==> src/rtl/sscfg_pkg.sv <==
package sscfg_pkg;
    typedef enum logic [2:0] {
        ST_IDLE,
        ST_PHI1,
        ST_PLO,
        ST_POLL,
        ST_STREAM,
        ST_DRAIN,
        ST_WDONE
    } seq_st_e;
endpackage

==> src/rtl/sscfg_sync.sv <==
module sscfg_sync #(
    parameter int W = 2
) (
    input  logic         clk,
    input  logic         rst_n,
    input  logic [W-1:0] async_i,
    output logic [W-1:0] sync_o
);
    for (genvar i = 0; i < W; i++) begin : g_bit
        logic meta_q, stab_q;
        always_ff @(posedge clk or negedge rst_n) begin
            if (!rst_n) begin
                meta_q <= 1'b0;
                stab_q <= 1'b0;
            end else begin
                meta_q <= async_i[i];
                stab_q <= meta_q;
            end
        end
        assign sync_o[i] = stab_q;
    end
endmodule

==> src/rtl/sscfg_shifter.sv <==
module sscfg_shifter #(
    parameter int DIV_W = 4
) (
    input  logic             clk,
    input  logic             rst_n,
    input  logic             ld_i,
    input  logic [7:0]       byte_i,
    input  logic [DIV_W-1:0] div_i,
    output logic             empty_o,
    output logic             cclk_o,
    output logic             sdata_o
);
    typedef struct packed {
        logic             act;
        logic             cclk;
        logic [7:0]       sreg;
        logic [2:0]       bitn;
        logic [DIV_W-1:0] tick;
    } sh_t;

    sh_t r_q, r_d;

    always_comb begin
        r_d = r_q;
        if (ld_i) begin
            r_d.act  = 1'b1;
            r_d.sreg = byte_i;
            r_d.bitn = '0;
            r_d.cclk = 1'b0;
            r_d.tick = '0;
        end else if (r_q.act) begin
            if (r_q.tick == div_i) begin
                r_d.tick = '0;
                r_d.cclk = !r_q.cclk;
                if (r_q.cclk) begin
                    if (r_q.bitn == 3'd7) begin
                        r_d.act = 1'b0;
                    end else begin
                        r_d.bitn = r_q.bitn + 3'd1;
                        r_d.sreg = {r_q.sreg[6:0], 1'b0};
                    end
                end
            end else begin
                r_d.tick = r_q.tick + 1'b1;
            end
        end
    end

    always_ff @(posedge clk or negedge rst_n) begin
        if (!rst_n) r_q <= '0;
        else        r_q <= r_d;
    end

    assign empty_o = !r_q.act;
    assign cclk_o  = r_q.cclk;
    assign sdata_o = r_q.sreg[7];

    AST_SDATA_STABLE_HIGH: assert property (@(posedge clk) disable iff (!rst_n)
        (r_q.cclk && $past(r_q.cclk)) |-> $stable(r_q.sreg[7])) else $error("sdata moved while clock high");
    AST_IDLE_CLK_LOW: assert property (@(posedge clk) disable iff (!rst_n)
        !r_q.act |-> !r_q.cclk) else $error("clock high while idle");
endmodule

==> src/rtl/sscfg_loader.sv <==
module sscfg_loader
    import sscfg_pkg::*;
#(
    parameter int ADDR_W  = 32,
    parameter int DIV_W   = 4,
    parameter int IMG_LEN = 169216,
    parameter int DLY_CYC = 64,
    parameter int TMO_CYC = 1000000
) (
    input  logic              clk,
    input  logic              rst_n,
    input  logic              start_i,
    input  logic [ADDR_W-1:0] base_addr_i,
    input  logic [DIV_W-1:0]  div_i,
    input  logic              done_pin_i,
    input  logic              init_pin_i,
    output logic              prog_oe_o,
    output logic              cclk_o,
    output logic              sdata_o,
    output logic              mem_req_o,
    output logic [ADDR_W-1:0] mem_addr_o,
    input  logic              mem_valid_i,
    input  logic [7:0]        mem_data_i,
    output logic              busy_o,
    output logic              done_o,
    output logic              err_o
);
    localparam int CNT_W = $clog2(IMG_LEN + 1);
    localparam int DLY_W = $clog2(DLY_CYC + 1);
    localparam int TMO_W = $clog2(TMO_CYC + 1);
    localparam logic [CNT_W-1:0] LEN_C    = CNT_W'(IMG_LEN);
    localparam logic [DLY_W-1:0] DLY_LAST = DLY_W'(DLY_CYC - 1);
    localparam logic [TMO_W-1:0] TMO_LAST = TMO_W'(TMO_CYC - 1);

    typedef struct packed {
        seq_st_e           st;
        logic [DLY_W-1:0]  dly;
        logic [TMO_W-1:0]  tmo;
        logic [CNT_W-1:0]  fetched;
        logic [CNT_W-1:0]  sent;
        logic [ADDR_W-1:0] base;
        logic [DIV_W-1:0]  div;
        logic [7:0]        bbyte;
        logic              bvld;
        logic              req;
        logic              ld;
        logic              oe;
        logic              done;
        logic              err;
    } seq_t;

    seq_t r_q, r_d;
    logic [1:0] pins_s;
    logic done_s, init_s, sh_empty;

    sscfg_sync #(.W(2)) sync_i (
        .clk(clk), .rst_n(rst_n),
        .async_i({done_pin_i, init_pin_i}),
        .sync_o(pins_s)
    );
    assign done_s = pins_s[1];
    assign init_s = pins_s[0];

    sscfg_shifter #(.DIV_W(DIV_W)) shift_i (
        .clk(clk), .rst_n(rst_n),
        .ld_i(r_q.ld), .byte_i(r_q.bbyte), .div_i(r_q.div),
        .empty_o(sh_empty), .cclk_o(cclk_o), .sdata_o(sdata_o)
    );

    always_comb begin
        r_d    = r_q;
        r_d.ld = 1'b0;
        case (r_q.st)
            ST_IDLE: begin
                if (start_i) begin
                    r_d.err  = 1'b0;
                    r_d.done = 1'b0;
                    r_d.base = base_addr_i;
                    r_d.div  = div_i;
                    if (done_s) begin
                        r_d.done = 1'b1;
                    end else begin
                        r_d.st  = ST_PHI1;
                        r_d.oe  = 1'b1;
                        r_d.dly = '0;
                    end
                end
            end
            ST_PHI1: begin
                if (r_q.dly == DLY_LAST) begin
                    r_d.dly = '0;
                    r_d.oe  = 1'b0;
                    r_d.st  = ST_PLO;
                end else begin
                    r_d.dly = r_q.dly + 1'b1;
                end
            end
            ST_PLO: begin
                if (r_q.dly == DLY_LAST) begin
                    r_d.dly     = '0;
                    r_d.oe      = 1'b1;
                    r_d.tmo     = '0;
                    r_d.fetched = '0;
                    r_d.sent    = '0;
                    r_d.bvld    = 1'b0;
                    r_d.req     = 1'b0;
                    r_d.st      = ST_POLL;
                end else begin
                    r_d.dly = r_q.dly + 1'b1;
                end
            end
            ST_POLL: begin
                r_d.tmo = r_q.tmo + 1'b1;
                if (r_q.tmo == TMO_LAST) begin
                    r_d.err = 1'b1;
                    r_d.oe  = 1'b0;
                    r_d.st  = ST_IDLE;
                end else if (r_q.dly == DLY_LAST) begin
                    r_d.dly = '0;
                    if (init_s) r_d.st = ST_STREAM;
                end else begin
                    r_d.dly = r_q.dly + 1'b1;
                end
            end
            ST_STREAM: begin
                if (r_q.req && mem_valid_i) begin
                    r_d.req     = 1'b0;
                    r_d.bbyte   = mem_data_i;
                    r_d.bvld    = 1'b1;
                    r_d.fetched = r_q.fetched + 1'b1;
                end else if (!r_q.req && !r_q.bvld && r_q.fetched != LEN_C) begin
                    r_d.req = 1'b1;
                end
                if (r_q.bvld && sh_empty && !r_q.ld) begin
                    r_d.ld   = 1'b1;
                    r_d.bvld = 1'b0;
                    r_d.sent = r_q.sent + 1'b1;
                    if (r_q.sent + 1'b1 == LEN_C) r_d.st = ST_DRAIN;
                end
            end
            ST_DRAIN: begin
                if (sh_empty && !r_q.ld) begin
                    r_d.tmo = '0;
                    r_d.st  = ST_WDONE;
                end
            end
            ST_WDONE: begin
                r_d.tmo = r_q.tmo + 1'b1;
                if (done_s) begin
                    r_d.done = 1'b1;
                    r_d.oe   = 1'b0;
                    r_d.st   = ST_IDLE;
                end else if (r_q.tmo == TMO_LAST) begin
                    r_d.err = 1'b1;
                    r_d.oe  = 1'b0;
                    r_d.st  = ST_IDLE;
                end
            end
            default: r_d.st = ST_IDLE;
        endcase
    end

    always_ff @(posedge clk or negedge rst_n) begin
        if (!rst_n) r_q <= '0;
        else        r_q <= r_d;
    end

    assign prog_oe_o  = r_q.oe;
    assign mem_req_o  = r_q.req;
    assign mem_addr_o = r_q.base + ADDR_W'(r_q.fetched);
    assign busy_o     = (r_q.st != ST_IDLE);
    assign done_o     = r_q.done;
    assign err_o      = r_q.err;

    AST_IDLE_RELEASED: assert property (@(posedge clk) disable iff (!rst_n)
        !busy_o |-> (!prog_oe_o && !mem_req_o)) else $error("idle with enable or request");
    AST_REQ_HELD: assert property (@(posedge clk) disable iff (!rst_n)
        (mem_req_o && !mem_valid_i) |=> mem_req_o) else $error("request dropped early");
    AST_SENT_BOUND: assert property (@(posedge clk) disable iff (!rst_n)
        r_q.sent <= LEN_C) else $error("byte count overflow");
    AST_LOAD_EMPTY: assert property (@(posedge clk) disable iff (!rst_n)
        r_q.ld |-> sh_empty) else $error("load while shifting");
    AST_FLAGS_EXCL: assert property (@(posedge clk) disable iff (!rst_n)
        !(done_o && err_o)) else $error("done and error together");
    AST_BUSY_START_KEEP: assert property (@(posedge clk) disable iff (!rst_n)
        (busy_o && start_i) |=> $stable(r_q.base)) else $error("base changed while busy");
endmodule

==> config.mk <==
export PLATFORM = sky130hd
export DESIGN_NAME = sscfg_loader
export DESIGN_NICKNAME = d
export VERILOG_FILES = /design/src/rtl/sscfg_pkg.sv /design/src/rtl/sscfg_sync.sv /design/src/rtl/sscfg_shifter.sv /design/src/rtl/sscfg_loader.sv
export SDC_FILE = /design/constraint.sdc
export NUM_CORES = 1
export LEC_CHECK = 0
export ABC_CLOCK_PERIOD_IN_PS = 5480
export BUFFER_PORTS_ARGS = -buffer_cell sky130_fd_sc_hd__buf_2
export CORE_MARGIN = 8
export CORE_UTILIZATION = 57
export CTS_CLUSTER_DIAMETER = 30
export DETAILED_ROUTE_END_ITERATION = 8
export PLACE_DENSITY = 0.78
export SLEW_MARGIN = 20
export SYNTH_ARGS = -nofsm -noshare
export SYNTH_HDL_FRONTEND = slang
export SYNTH_SLANG_ARGS = --single-unit
==> constraint.sdc <==
create_clock -name clk -period 5.48 [get_ports clk]
set_clock_uncertainty 0.05 [all_clocks]
set_input_delay 0.548 -clock clk [delete_from_list [all_inputs] [get_ports clk]]
set_output_delay 0.548 -clock clk [all_outputs]
set_load 0.02 [all_outputs]
==> impl_metrics.tcl, run 1 <==
set metrics [dict create \
    status "finished, final reports clean" \
    cts_inserted_buffers 17 \
    synth-edff-count 0 \
    crit_path_end_kind "primary output" \
    yosys_warnings 0 \
    setup_slack_ps 1800 \
    root_buffer "clkbuf_16" \
    dpl_cell_area_mm2 0.00841 \
    cp_data_arrival_time_ps 3080 \
    syn_avg_cell_area_um2 9.65 \
    fin_crit_ps 3680 \
    wire_per_inst_um 16.3 \
    synthTopCellsByArea "dfrtp_1, mux2_2, o21ai_0" \
    ys_ff_latch 137 \
    dp.cells 1051 \
    port_buffers 88 \
    rows 43 \
    die_h_um 134 \
    fp.dieArea_mm2 0.0179 \
    gp_congestion 0.858 \
    rsz0062_at_grt "no" \
    cts_post_setup_buffers_inserted 0 \
    postLayoutCellArea_mm2 0.00895 \
    startpoint "r_q[68]" \
    fin_setup_tns_ps 0 \
    num_vias 6435 \
    worst_skew_pair.late_latency_ps 420 \
    ctsResizeCount 0 \
    drt_wl_total_um 17700 \
    drive_above_1_share 0.203 \
    post-route-drc-count 0 \
    h-tree-depth 4 \
    grt_pass1_vias 6163 \
    layout.nets 967 \
    first_pass_iters 8 \
    hold_ws_ps 118 \
    synth_top_area_share 0.435 \
    num_io_pins 89 \
    fmax_ghz 0.272 \
    initial_core_util 0.575 \
    path_clk_slew_ps 60 \
    ir_drop_mv 0.281 \
    grt.total_usage 0.200 \
    synthCells 817 \
    drt-vias-per-instance 5.94 \
    ys.flop_type "dfrtp_1" \
    clock-sinks 137 \
    maxSlewViolCount 0 \
    grt-ovfl-total 0 \
    r2r-start "r_q[114]" \
    die_w_um 134 \
    synth_top_cell_by_area "dfrtp_1" \
    drt_iter0_drc 470 \
    finalSetupViolCount 0 \
    grt_max_degree 85 \
    worstMarginPinSlew_ps 979 \
    grt_antenna_before_repair 0 \
    syn2layout_area_growth_pct 13.6 \
    ctsHoldBuffers 0 \
    hp-class "in2async" \
    required_ps 4880 \
    endpoint "mem_addr_o[30]" \
    ff2ff_path_depth 7 \
    synth_nets 894 \
    grt_pass1_wl_um 29700 \
    r2r_slack_ps 2360 \
    fin_cells 1083 \
    power.density_mw_per_mm2 474 \
    finalCritPeriodShare 0.672 \
    pre_cts_ws_ps 2210 \
    diodes 0 \
    worstReg2RegEnd "r_q[61]" \
    synth_cell_types 65 \
    post-dp-hpwl_um 12400 \
    final-hold-violation-count 0 \
    clockBufferDepth 2 \
    crit_path_start_kind "flop" \
    yosysSeqAreaShare 0.435 \
    core_area_mm2 0.0137 \
    crit_fanout 7 \
    path_class "reg2out" \
    async_flop_share 1.00 \
    max_slew_margin 0.341 \
    cts_tree "done" \
    synth_area_mm2 0.00789 \
    leakagePower_uw 0.00403 \
    ant_nets 0 \
    drv_cap 0 \
]
==> sequential cells by signal, indices dropped and copies added, names as in the netlist <==
signal,count
shift_i.cclk_o,1
sync_i.g_bit.stab_q,2
shift_i.r_q,15
shift_i.sdata_o,1
mem_req_o,1
done_o,1
sync_i.g_bit.meta_q,2
err_o,1
r_q,112
prog_oe_o,1
==> cells by family after synthesis <==
family,count (synthesis),share of synthesized area
AOI/OAI and AO/OA,185,0.147
xor gates and xnor gates,62,0.0689
adders and majority gates,27,0.0438
buffers and inverters,56,0.0308
DFF,137,0.435
muxes,60,0.0835
and+or+nand+nor,290,0.192
==> power by group <==
part	total (uW)	internal [uW]	switching, uW
clock network	1040	586	458
registers	1600	1290	305
logic	1610	683	923
==> synth_stat cells, types with 4 or more instances <==
library cell / number
and2_1: 7
nor3_1: 13
nand3_1: 31
xor2_1: 28
ha_1: 26
a31o_2: 4
and3_1: 17
dfrtp_1: 137
mux2_2: 46
buf_2: 11
a21oi_1: 36
o31ai_1: 11
nand2b_1: 9
xnor2_1: 34
nor4_1: 14
a21boi_0: 4
o21a_1: 4
a31oi_1: 12
clkbuf_1: 22
or3_1: 5
nand2_1: 61
nor2b_1: 4
nor2_1: 70
mux2i_1: 14
nand3b_1: 4
inv_1: 17
and4_1: 8
a21o_1: 9
o21ai_0: 72
o211ai_1: 5
nand4_1: 28
==> area by class of cell <==
| class | count | area (um^2) |
|---|---|---|
| timing repair buffer | 92 | 477 |
| tap | 180 | 225 |
| sequential | 137 | 3430 |
| fill | 1114 | 4760 |
| clock inverter | 15 | 116 |
| multi-input combinational | 624 | 4220 |
| clock buffer | 17 | 425 |
| inverter | 18 | 67.6 |
==> cells in the final DEF (no fill, tap or decap), types with 4 or more instances in the layout <==
cell type / synthesis / final
o211ai_1: 5 / 5
ha_1: 26 / 26
nand4_1: 28 / 28
inv_6: 0 / 6
buf_2: 11 / 87
inv_1: 17 / 17
o21ai_0: 72 / 72
buf_4: 1 / 4
o21a_1: 4 / 4
and2_1: 7 / 7
mux2i_1: 14 / 14
nor4_1: 14 / 14
nand2b_1: 9 / 9
and3_1: 17 / 16
a31o_2: 4 / 4
and4_1: 8 / 8
mux2_2: 46 / 46
clkinvlp_4: 0 / 5
a21oi_1: 36 / 36
o31ai_1: 11 / 11
a31oi_1: 12 / 12
dfrtp_1: 137 / 137
nand3b_1: 4 / 4
nand2_1: 61 / 61
xnor2_1: 34 / 34
or3_1: 5 / 5
nor2b_1: 4 / 4
xor2_1: 28 / 28
nand3_1: 31 / 31
a21boi_0: 4 / 4
nor2_1: 70 / 70
nor3_1: 13 / 13
a21o_1: 9 / 9
clkbuf_16: 0 / 17
==> worst min-delay path by stage <==
stage                                       from                endpoint  slack [ps]
after floorplan                            rst_n                  done_o         200
after global placement    sync_i.g_bit[1].meta_q  sync_i.g_bit[1].stab_q         290
after detailed placement  sync_i.g_bit[0].meta_q  sync_i.g_bit[0].stab_q         290
after CTS                                  rst_n                 r_q[38]         150
after global routing                  init_pin_i  sync_i.g_bit[0].meta_q         160
final                                      rst_n                 r_q[37]         120
==> metal layers <==
layer,GRT usage,share of wire,vias to the layer above
met5,0,0,-
met4,0.0493,0.0085,0
met3,0.0561,0.056,14
met2,0.323,0.47,179
met1,0.261,0.46,3108
li1,-,-,3134
==> critical path, stage by stage, from the launching register on <==
cell and delay (ps):
dfrtp_1 430, ha_1 200, inv_1 50, fa_1 400
nor2b_1 160, o31ai_1 120, a21oi_1 350, a311o_1 420
nand4_1 180, xnor2_1 170, buf_2 180
==> metrics by stage <==
stage,util,total power (uW)
2_1_floorplan,-,2760
3_3_place_gp,0.613,3160
3_5_place_dp,0.613,3210
4_1_cts,0.653,4280
5_1_grt,0.653,4530
6_report,0.653,4250
(Power assumes the default switching activity.)
==> inputs of run 2 (changes only) <==
ABC_CLOCK_PERIOD_IN_PS = 3700   (was 5480)
clock period = 3.7 ns   (was 5.48 ns; I/O delays follow)
==> impl_metrics.tcl, run 2 (synthesized netlist as in run 1, its figures left out) <==
set metrics [dict create \
    h-tree-depth 4 \
    postLayoutCoreUtil 0.667 \
    crit_fanout 7 \
    violations "hold timing" \
    grt_pass1_wl_um 31200 \
    largest_reg_flops 112 \
    drt-vias-per-instance 6.01 \
    path_class "reg2out" \
    fp.dieArea_mm2 0.0179 \
    grt-ovfl-total 0 \
    cts_inserted_buffers 17 \
    ant_nets 0 \
    grt_max_degree 99 \
    max_slew_margin 0.396 \
    drive_above_1_share 0.209 \
    fin_setup_tns_ps 0 \
    root_buffer "clkbuf_16" \
    top_register "r_q" \
    die_h_um 134 \
    ff2ff_path_depth 8 \
    required_ps 3280 \
    syn2layout_area_growth_pct 16.1 \
    clockBufferDepth 2 \
    maxSlewViolCount 0 \
    reg_top3 "r_q x112, shift_i.r_q x15" \
    diodes 0 \
    crit_path_end_kind "primary output" \
    first_pass_iters 5 \
    finalSetupViolCount 0 \
    initial_core_util 0.575 \
    grt_pass1_vias 6451 \
    cts_tree "done" \
    cts_post_setup_buffers_inserted 0 \
    num_vias 6559 \
    rsz0062_at_grt "no" \
    clock-sinks 137 \
    hp-class "in2async" \
    die_w_um 134 \
    final-hold-violation-count 5 \
    leakagePower_uw 0.00414 \
    crit_path_start_kind "flop" \
    ir_drop_mv 0.512 \
    hold_ws_ps -15.4 \
    num_io_pins 89 \
    fillCellCount 1070 \
    final_cell_mix "dfrtp_1, buf_2, o21ai_0" \
    drt_iter0_drc 512 \
    cp_data_arrival_time_ps 3000 \
    wire_per_inst_um 16.8 \
    status "finished with violations" \
    grt.total_usage 0.211 \
    drt_wl_total_um 18400 \
    core_area_mm2 0.0137 \
    grt_antenna_before_repair 0 \
    port_buffers 88 \
    power.density_mw_per_mm2 731 \
    final_common_cell "dfrtp_1" \
    finalCritPeriodShare 0.924 \
    worstMarginPinSlew_ps 905 \
    seqCellArea_mm2 0.00343 \
    post-dp-hpwl_um 12800 \
    gp_congestion 0.875 \
    drv_cap 0 \
    fmax_ghz 0.293 \
    path_clk_slew_ps 60 \
    rows 43 \
    multiInputGateArea_mm2 0.00422 \
    worst_skew_pair.late_latency_ps 420 \
    post-route-drc-count 0 \
    layout.nets 976 \
    fin_crit_ps 3420 \
]
-- run 2: cell type report --
cell class | instances | area share
inverter | 18 | 0.00738
clock buffer | 19 | 0.0484
sequential | 137 | 0.375
tap | 180 | 0.0246
timing repair buffer | 101 | 0.0600
clock inverter | 13 | 0.0238
multi-input combinational | 624 | 0.461
-- run 2: routing by layer --
layer  part of all wire  vias up  track usage
met5                  0        -            0
met4              0.013        0       0.0692
met3              0.057       26       0.0546
met2               0.48      173        0.350
met1               0.45     3198        0.263
li1                   -     3162            -
-- run 2: path summary, 6_finish.rpt --
kind	start	end	slack [ps]
max	r_q[68]	mem_addr_o[28]	280
min	rst_n	r_q[36]	-20
max reg2reg	r_q[3]	r_q[52]	930
min reg2reg	sync_i.g_bit[0].meta_q	sync_i.g_bit[0].stab_q	310
max in group asynchronous	rst_n	r_q[112]	2730
min in group clk	base_addr_i[14]	r_q[32]	130
-- run 2: where the power goes --
group / leakage [uW] / total (uW) / internal (uW) / switching, uW
clock network: 0.000320 / 1890 / 1220 / 667
registers: 0.00177 / 2350 / 1920 / 436
logic: 0.00206 / 2450 / 1040 / 1410
total: 0.00414 / 6690 / 4180 / 2510
-- run 2: per-stage QoR --
step	cells	cell area, um^2	power [uW]	hold slack, ps	setup slack [ps]
final	1092	9150	6690	-15.4	282
after CTS	1092	9150	6730	37.1	127
after floorplan	817	7890	4080	24.4	732
after global placement	1058	8470	4720	285	747
after global routing	1092	9150	7100	63.2	39.8
after detailed placement	1058	8470	4800	292	599
-- run 2: critical path, stage by stage, from the launching register on --
cell and delay (ps):
dfrtp_1 440, ha_1 230, inv_1 80, fa_1 210
nor2b_1 70, o31ai_1 410, a21oi_2 180, a311o_2 510
nand4_1 140, xnor2_1 140, buf_2 190
-- run 2: what timing repair did --
action / in CTS / in global routing
hold endpoints to repair: 2 / 0
endpoints found under the setup margin: 0 / 7
resized for setup: 0 / 2
hold buffers: 2 / 0
